`config.mk`:
```
export PLATFORM = sky130hd
export DESIGN_NAME = ring_node
export DESIGN_NICKNAME = d
export VERILOG_FILES = /design/src/rtl/ring_node_pkg.sv /design/src/rtl/ring_node_route.sv /design/src/rtl/ring_node_txq.sv /design/src/rtl/ring_node_rxbuf.sv /design/src/rtl/ring_node.sv
export SDC_FILE = /design/constraint.sdc
export NUM_CORES = 1
export LEC_CHECK = 0
export CORE_ASPECT_RATIO = 1.5
export CORE_MARGIN = 4
export CORE_UTILIZATION = 35
export DETAILED_ROUTE_END_ITERATION = 10
export MAX_ROUTING_LAYER = met4
export PLACE_DENSITY = 0.65
export SKIP_CTS_REPAIR_TIMING = 1
export SYNTH_ARGS = -nofsm -noshare
export SYNTH_HDL_FRONTEND = slang
export SYNTH_SLANG_ARGS = --single-unit
```
`constraint.sdc`:
```
create_clock -name clk -period 5.19 [get_ports clk]
set_input_delay 1.038 -clock clk [delete_from_list [all_inputs] [get_ports clk]]
set_output_delay 1.038 -clock clk [all_outputs]
set_load 0.01 [all_outputs]
```
`src/rtl/ring_node_pkg.sv`:
```
package ring_node_pkg;
  typedef enum logic [2:0] {
    ACT_IDLE,
    ACT_PASS,
    ACT_INSERT,
    ACT_TAKE_FREE,
    ACT_TAKE_COPY
  } slot_act_e;
endpackage

```
`src/rtl/ring_node_route.sv`:
```
module ring_node_route
  import ring_node_pkg::*;
#(
  parameter int MASK_W  = 8,
  parameter int STN_W   = 4,
  parameter int NODE_ID = 0
) (
  input  logic              in_valid,
  input  logic [MASK_W-1:0] in_mask,
  input  logic              q_nonempty,
  input  logic              rx_room,
  output slot_act_e         act,
  output logic [MASK_W-1:0] fwd_mask
);
  localparam logic [MASK_W-1:0] OWN_BIT = MASK_W'(1) << NODE_ID;
  localparam logic [STN_W-1:0]  OWN_STN = OWN_BIT[STN_W-1:0];

  logic hit, others;

  always_comb begin
    hit      = in_valid && in_mask[NODE_ID];
    others   = |(in_mask[STN_W-1:0] & ~OWN_STN);
    fwd_mask = in_mask & ~OWN_BIT;
    if (!in_valid)
      act = q_nonempty ? ACT_INSERT : ACT_IDLE;
    else if (hit && rx_room)
      act = others ? ACT_TAKE_COPY : ACT_TAKE_FREE;
    else
      act = ACT_PASS;
  end
endmodule

```
`src/rtl/ring_node_txq.sv`:
```
module ring_node_txq #(
  parameter int W     = 44,
  parameter int DEPTH = 4
) (
  input  logic         clk,
  input  logic         rst,
  input  logic         push,
  input  logic [W-1:0] wdata,
  input  logic         pop,
  output logic [W-1:0] rdata,
  output logic         full,
  output logic         nonempty
);
  localparam int AW = (DEPTH > 1) ? $clog2(DEPTH) : 1;
  localparam int CW = $clog2(DEPTH + 1);

  logic [W-1:0]  mem [DEPTH];
  logic [AW-1:0] wr_ptr, rd_ptr;
  logic [CW-1:0] count;
  logic          do_push, do_pop;

  assign full     = (count == CW'(DEPTH));
  assign nonempty = (count != '0);
  assign do_push  = push && !full;
  assign do_pop   = pop && nonempty;
  assign rdata    = mem[rd_ptr];

  always_ff @(posedge clk) begin
    if (do_push) mem[wr_ptr] <= wdata;
  end

  always_ff @(posedge clk) begin
    if (rst) begin
      wr_ptr <= '0;
      rd_ptr <= '0;
      count  <= '0;
    end else begin
      if (do_push) wr_ptr <= (wr_ptr == AW'(DEPTH - 1)) ? '0 : wr_ptr + 1'b1;
      if (do_pop)  rd_ptr <= (rd_ptr == AW'(DEPTH - 1)) ? '0 : rd_ptr + 1'b1;
      case ({do_push, do_pop})
        2'b10:   count <= count + 1'b1;
        2'b01:   count <= count - 1'b1;
        default: count <= count;
      endcase
    end
  end
endmodule

```
`src/rtl/ring_node_rxbuf.sv`:
```
module ring_node_rxbuf #(
  parameter int W = 44
) (
  input  logic         clk,
  input  logic         rst,
  input  logic         load,
  input  logic [W-1:0] ldata,
  input  logic         ready,
  output logic         valid,
  output logic [W-1:0] data,
  output logic         room
);
  assign room = !valid || ready;

  always_ff @(posedge clk) begin
    if (rst) begin
      valid <= 1'b0;
      data  <= '0;
    end else if (load) begin
      valid <= 1'b1;
      data  <= ldata;
    end else if (ready) begin
      valid <= 1'b0;
    end
  end
endmodule

```
`src/rtl/ring_node.sv`:
```
module ring_node
  import ring_node_pkg::*;
#(
  parameter int MASK_W   = 8,
  parameter int STN_W    = 4,
  parameter int TID_W    = 4,
  parameter int DATA_W   = 32,
  parameter int TX_DEPTH = 4,
  parameter int NODE_ID  = 0
) (
  input  logic              clk,
  input  logic              rst,
  input  logic              in_valid,
  input  logic [MASK_W-1:0] in_mask,
  input  logic [TID_W-1:0]  in_tid,
  input  logic [DATA_W-1:0] in_data,
  output logic              out_valid,
  output logic [MASK_W-1:0] out_mask,
  output logic [TID_W-1:0]  out_tid,
  output logic [DATA_W-1:0] out_data,
  input  logic              tx_valid,
  output logic              tx_ready,
  input  logic [MASK_W-1:0] tx_mask,
  input  logic [TID_W-1:0]  tx_tid,
  input  logic [DATA_W-1:0] tx_data,
  output logic              rx_valid,
  input  logic              rx_ready,
  output logic [MASK_W-1:0] rx_mask,
  output logic [TID_W-1:0]  rx_tid,
  output logic [DATA_W-1:0] rx_data
);
  localparam int PKT_W = MASK_W + TID_W + DATA_W;

  slot_act_e         act;
  logic [MASK_W-1:0] fwd_mask;
  logic              q_full, q_nonempty, rx_room, rx_load;
  logic [PKT_W-1:0]  q_head, rx_word;

  ring_node_route #(.MASK_W(MASK_W), .STN_W(STN_W), .NODE_ID(NODE_ID)) route_i (
    .in_valid  (in_valid),
    .in_mask   (in_mask),
    .q_nonempty(q_nonempty),
    .rx_room   (rx_room),
    .act       (act),
    .fwd_mask  (fwd_mask)
  );

  ring_node_txq #(.W(PKT_W), .DEPTH(TX_DEPTH)) txq_i (
    .clk     (clk),
    .rst     (rst),
    .push    (tx_valid),
    .wdata   ({tx_mask, tx_tid, tx_data}),
    .pop     (act == ACT_INSERT),
    .rdata   (q_head),
    .full    (q_full),
    .nonempty(q_nonempty)
  );

  assign tx_ready = !q_full;
  assign rx_load  = (act == ACT_TAKE_FREE) || (act == ACT_TAKE_COPY);

  ring_node_rxbuf #(.W(PKT_W)) rxbuf_i (
    .clk  (clk),
    .rst  (rst),
    .load (rx_load),
    .ldata({in_mask, in_tid, in_data}),
    .ready(rx_ready),
    .valid(rx_valid),
    .data (rx_word),
    .room (rx_room)
  );

  assign {rx_mask, rx_tid, rx_data} = rx_word;

  always_ff @(posedge clk) begin
    if (rst) begin
      out_valid <= 1'b0;
      out_mask  <= '0;
      out_tid   <= '0;
      out_data  <= '0;
    end else begin
      unique case (act)
        ACT_PASS: begin
          out_valid <= 1'b1;
          out_mask  <= in_mask;
          out_tid   <= in_tid;
          out_data  <= in_data;
        end
        ACT_TAKE_COPY: begin
          out_valid <= 1'b1;
          out_mask  <= fwd_mask;
          out_tid   <= in_tid;
          out_data  <= in_data;
        end
        ACT_INSERT: begin
          out_valid <= 1'b1;
          {out_mask, out_tid, out_data} <= q_head;
        end
        default: begin
          out_valid <= 1'b0;
          out_mask  <= '0;
          out_tid   <= '0;
          out_data  <= '0;
        end
      endcase
    end
  end
endmodule

```
## After elaboration in Yosys (flattened, before gate mapping)

Memory sizes are Yosys's and may differ from the RTL's. A register that Yosys moved wholly into a read port is not among the register bits.
Cells that the tools add are included.

| cells by class | value |
|---|---|
| $add $sub $neg | 4 |
| eq/ne operators | 9 |
| multiplexer cells | 17 |
| reductions and logical operators | 14 |

Operators with widths:

| operator | count |
|---|---|
| 32-bit case mux with 2 select lines | 1 |
| 8-bit case mux with 3 select lines | 1 |
| 2-bit 2-to-1 mux | 5 |
| 3-bit 2-to-1 mux | 3 |
| 4-bit case mux with 2 select lines | 1 |
| 2-bit == test (second input constant) | 3 |
| 3-bit by 2-bit == test with 1-bit output (second input constant) | 2 |
| 3-bit == test (second input constant) | 2 |
| 3-bit case mux with 2 select lines | 1 |
| 3-bit OR reduction | 2 |
| 1-bit 2-to-1 mux | 5 |
| 2-bit by 1-bit adder with 2-bit output (second input constant) | 2 |
| 1-bit logical AND | 4 |
| 2-bit nonzero test | 2 |
| 3-bit by 1-bit adder with 3-bit output (second input constant) | 1 |
| 3-bit by 1-bit == test with 1-bit output (second input constant) | 1 |
| 3-bit nonzero test | 1 |
| 3-bit by 1-bit subtractor with 3-bit output (second input constant) | 1 |
| 2-bit by 1-bit == test with 1-bit output (second input constant) | 1 |
| 1-bit zero test | 2 |
| 1-bit logical OR | 2 |
| 2-bit OR reduction | 1 |

| word-level totals | value |
|---|---|
| register bits | 97 |
| RAM bits | 176 |
| input port bits | 93 |
| output and inout port bits | 91 |
| word-level logic and storage cells | 54 |
| memories kept | 1 |

Memory list:

| memory | words | bits a word | rd ports | clocked after memory_dff | wr ports | line | RTL |
|---|---|---|---|---|---|---|---|
| txq_i.mem | 4 | 44 | 1 | 1 | 1 | ring_node_txq.sv:17 | `logic [W-1:0] mem [DEPTH];` |

## Logic depth before layout (Yosys ltp)

| depth | value |
|---|---|
| depth after elaboration | 9 |
| mapped depth | 9 |
| gate-level depth less buffers | 8 |

## By module

A second synthesis with hierarchy kept.

| second synthesis, totals | value |
|---|---|
| cell total of the unflattened synthesis | 628 |
| area, all modules | 10425.0 um^2 |

By module, submodules not included:

| module | times used | cells each | area each (um^2) | seq. area each (um^2) |
|---|---|---|---|---|
| ring_node_txq | 1 | 284 | 6849.1 | 5465.2 |
| ring_node | 1 | 183 | 1826.8 | 900.9 |
| ring_node_rxbuf | 1 | 146 | 1634.1 | 900.9 |
| ring_node_route | 1 | 15 | 115.1 | 0.0 |

## Worst setup path before layout

No wires, ideal clock.

| timing path | value |
|---|---|
| path kind | input to register |
| start | input port tx_valid |
| end | memory txq_i.mem[0][0], enable pin |
| library setup time | 406 ps |
| arrival time | 2390 ps |
| data required time | 4784 ps |
| setup slack | 2394 ps |
| stages on the path | 2 |
| path buffers | 1 |
| path through | buf_1 and3_1 |

| on the way | value |
|---|---|
| word-level cells in the longest chain between the ends | 3 |

RTL lines:

| what | line | RTL |
|---|---|---|
| start, declared | ring_node.sv:21 | `input logic tx_valid,` |
| 1-bit logical AND | ring_node_txq.sv:24 | `assign do_push = push && !full;` |
| 1-bit 2-to-1 mux | ring_node_txq.sv:29 | `if (do_push) mem[wr_ptr] <= wdata;` |
| 1-bit 2-to-1 mux (implied by the code) | ring_node_txq.sv:29 |  |
| end, declared | ring_node_txq.sv:17 |  |

No other way between the ends.

## Final worst setup path

| timing path | value |
|---|---|
| start | register txq_i.count[2] |
| end | output port tx_ready |

| on the way | value |
|---|---|
| word-level cells in the longest chain between the ends | 2 |

RTL lines:

| what | line | RTL |
|---|---|---|
| start, declared | ring_node_txq.sv:19 | `logic [CW-1:0] count;` |
| start signal, assigned | ring_node_txq.sv:41 | `2'b10: count <= count + 1'b1;` |
| start signal, assigned | ring_node_txq.sv:42 | `2'b01: count <= count - 1'b1;` |
| start signal, assigned | ring_node_txq.sv:43 | `default: count <= count;` |
| 3-bit == test | ring_node_txq.sv:22 | `assign full = (count == CW'(DEPTH));` |
| 1-bit zero test | ring_node.sv:59 | `assign tx_ready = !q_full;` |
| end, declared | ring_node.sv:22 | `output logic tx_ready,` |

No other way between the ends.

==> flow_summary.json <==
{
  "final_common_cell": "clkdlybuf4s50_1",
  "max_freq_mhz": 334,
  "viasPerCell": 5.16,
  "critPathMaxStageDelay_ns": 0.53,
  "path_cells": "or3b_1 > clkdlybuf4s50_1",
  "final_layout_size_suffix_gt1_share_pct": 13.9,
  "routed-via-count": 5867,
  "min_from": "rxbuf_i.data[42]",
  "fin_setup_tns_ns": 0,
  "clock_latency_ns": 0.52,
  "ys_seq_elements": 275,
  "grt_remaining_overflow": 0,
  "fin_ws_ns": 2.20,
  "fillerInstances": 2450,
  "yosysSeqAreaShare_pct": 73.3,
  "detail_route.wl_per_cell_um": 22.1,
  "io_pins": 184,
  "htree_levels": 1,
  "fin_skew_ns": 0.00794,
  "critPathMaxFanout": 10,
  "wl_mm": 25.1,
  "critPathRequiredTime_ns": 4.15,
  "antenna_found_initial": 2,
  "hp-class": "register to register",
  "crit_type": "register to primary output",
  "root_buffer": "clkbuf_16",
  "tightest_slew_ns": 1.09,
  "period_share_pct": 57.6,
  "drv_slew": 0,
  "grt_max_degree": 57,
  "peakVddDrop_v": 0.000259,
  "drcViolationCount": 0,
  "start_util_pct": 35.4,
  "drtPass1Iterations": 5,
  "rows": 75,
  "grt_pass1_wl_mm": 38.1,
  "cp_slowest_cell": "clkdlybuf4s50_1",
  "mappedNetlistArea_mm2": 0.00991,
  "reg2reg_depth": 8,
  "cts_tree": "done",
  "powerDensity_mw_per_mm2": 422,
  "r2r_slack_ns": 2.82,
  "layout_common_cells": "clkdlybuf4s50_1 (182), edfxtp_1 (176), dfxtp_1 (97), a21oi_1 (51), o21ai_0 (46)",
  "status": "complete, no violations",
  "dp_slack_ns": 1.89,
  "grt_pass1_vias": 6122,
  "hold_viol": 0,
  "clockBufferDepth": 3,
  "nNetsFinal": 870,
  "r2r-start": "txq_i.count[2]",
  "io_buffers": 183,
  "ys_types": 33,
  "dieHeight_um": 214,
  "setup_viol_count_final": 0,
  "setup.worst_path.end_class": "primary output",
  "cp-startpoint": "txq_i.count[2]",
  "yosys_warnings": 0,
  "syn-num-nets": 695,
  "gr-usage-all-layers_pct": 16.3,
  "cap_violations": 0,
  "syn_inst": 595,
  "die_x_um": 145,
  "cts_sinks": 275,
  "die-area_mm2": 0.0311,
  "ant_nets": 0,
  "crit_arrival_ns": 1.95,
  "max_slew_margin_pct": 27.3,
  "place.gp.congestion": 0.760,
  "p_leak_nw": 4.26,
  "place_hpwl_mm": 15.5,
  "path_clk_slew_ns": 0.06,
  "syn2layout_area_growth_pct": 30.1,
  "rsz0062_at_grt": "no",
  "avgSynthCellArea_um2": 16.7,
  "core_area_mm2": 0.0280,
  "crit_end": "tx_ready",
  "drtIter0Drc": 373,
  "cts_buffers": 27,
  "r2r_end": "txq_i.count[2]",
  "fin_crit_ns": 2.99,
  "startpoint_type": "register"
}
## Yosys cell counts
cell type  number  area (µm²)
nand2_1         2        7.51
clkbuf_1       25        93.8
a21o_1          3        22.5
mux4_2         44         991
a21oi_1        51         255
nor3_2          2        20.0
o31a_2          1        10.0
nand2b_1        1        6.26
o31a_4          1        17.5
or4_1           1        7.51
ha_1            6        75.1
nor3_1          1        5.00
nor2_1          6        22.5
buf_2          10        50.1
buf_6           4        45.0
o21ba_2         1        10.0
fa_1            1        20.0
nand3_1        45         225
or3b_1          1        8.76
and2_1          1        6.26
o21ai_0        46         230
xor2_1          2        17.5
edfxtp_1      176        5290
or3b_2          1        8.76
dfxtp_1        99        1980
buf_4           2        15.0
buf_1           6        22.5
inv_1           5        18.8
a22o_1         43         377
and3_1          4        25.0
nor2b_1         2        12.5
or3_1           1        6.26
or3_4           1        11.3
## layer usage
layer	GRT usage, %	part of all wire [%]
met1	19.6	40
met2	28.4	53
met3	2.35	4.5
met4	4.97	2.6
met5	-	0
## stage by stage
step | cells | hold WS, ns | total power [W] | instance area [µm²] | utilization (%)
finish | 1138 | 0.474 | 0.00543 | 12900 | 46.1
global route | 1138 | 0.505 | 0.00568 | 12900 | 46.1
CTS | 1136 | 0.474 | 0.00551 | 12900 | 46.1
detailed placement | 1087 | 0.466 | 0.00367 | 12000 | 43.1
global placement | 1087 | 0.461 | 0.00366 | 12000 | 43.1
floorplan | 595 | 0.472 | 0.00324 | 9910 | -
## area by class of cell
class                           count  area (µm²)  share of cell area [%]
Clock inverter                      6        28.8                   0.223
Timing Repair Buffer              193        1900                    14.8
Multi-Input combinational cell    268        2420                    18.8
Clock buffer                       43         807                    6.26
Tap cell                          346         433                    3.36
Inverter                            5        18.8                   0.146
Antenna cell                        2        5.00                  0.0388
Sequential cell                   275        7270                    56.4
## power breakdown
group          switching, W  leakage (nW)  internal (W)
clock network      0.000774         0.414       0.00106
logic              0.000402          1.41      0.000503
registers          0.000142          2.43       0.00255
## registers in the layout, summed over array words and instances, names as in the netlist, named ones only
| register | count |
|---|---|
| txq_i.count | 3 |
| out_valid | 1 |
| txq_i.mem | 176 |
| rxbuf_i.valid | 1 |
| txq_i.wr_ptr | 2 |
| rxbuf_i.data | 44 |
| out_tid | 4 |
| out_mask | 8 |
| out_data | 32 |
| txq_i.rd_ptr | 2 |
## how the worst min path moves through the flow
stage                       endpoint  slack [ns]  cells after the start
floorplan                   register        0.47                      2
global placement     rxbuf_i.data[0]        0.46                      2
detailed placement  rxbuf_i.data[42]        0.47                      2
CTS                 rxbuf_i.data[42]        0.47                      2
global route        rxbuf_i.data[30]        0.50                      2
finish              rxbuf_i.data[42]        0.47                      2
## logic make-up after synthesis
family                     count (synthesis)  share of synthesized area (%)
DFF                                      275                           73.3
AOI/OAI and AO/OA                        146                           9.30
and+or+nand+nor                           69                           3.76
buffers and inverters                     52                           2.47
muxes                                     44                           10.0
adders and majority gates                  7                          0.959
xor gates and xnor gates                   2                          0.177
## critical path: cells and delay by family (launching register included)
family / cells / cell delay (ns)
buf+inv: 1 / 0.53
simple gates: 1 / 0.51
flops: 1 / 0.38
No activity file was read; power rests on OpenSTA's default activity.
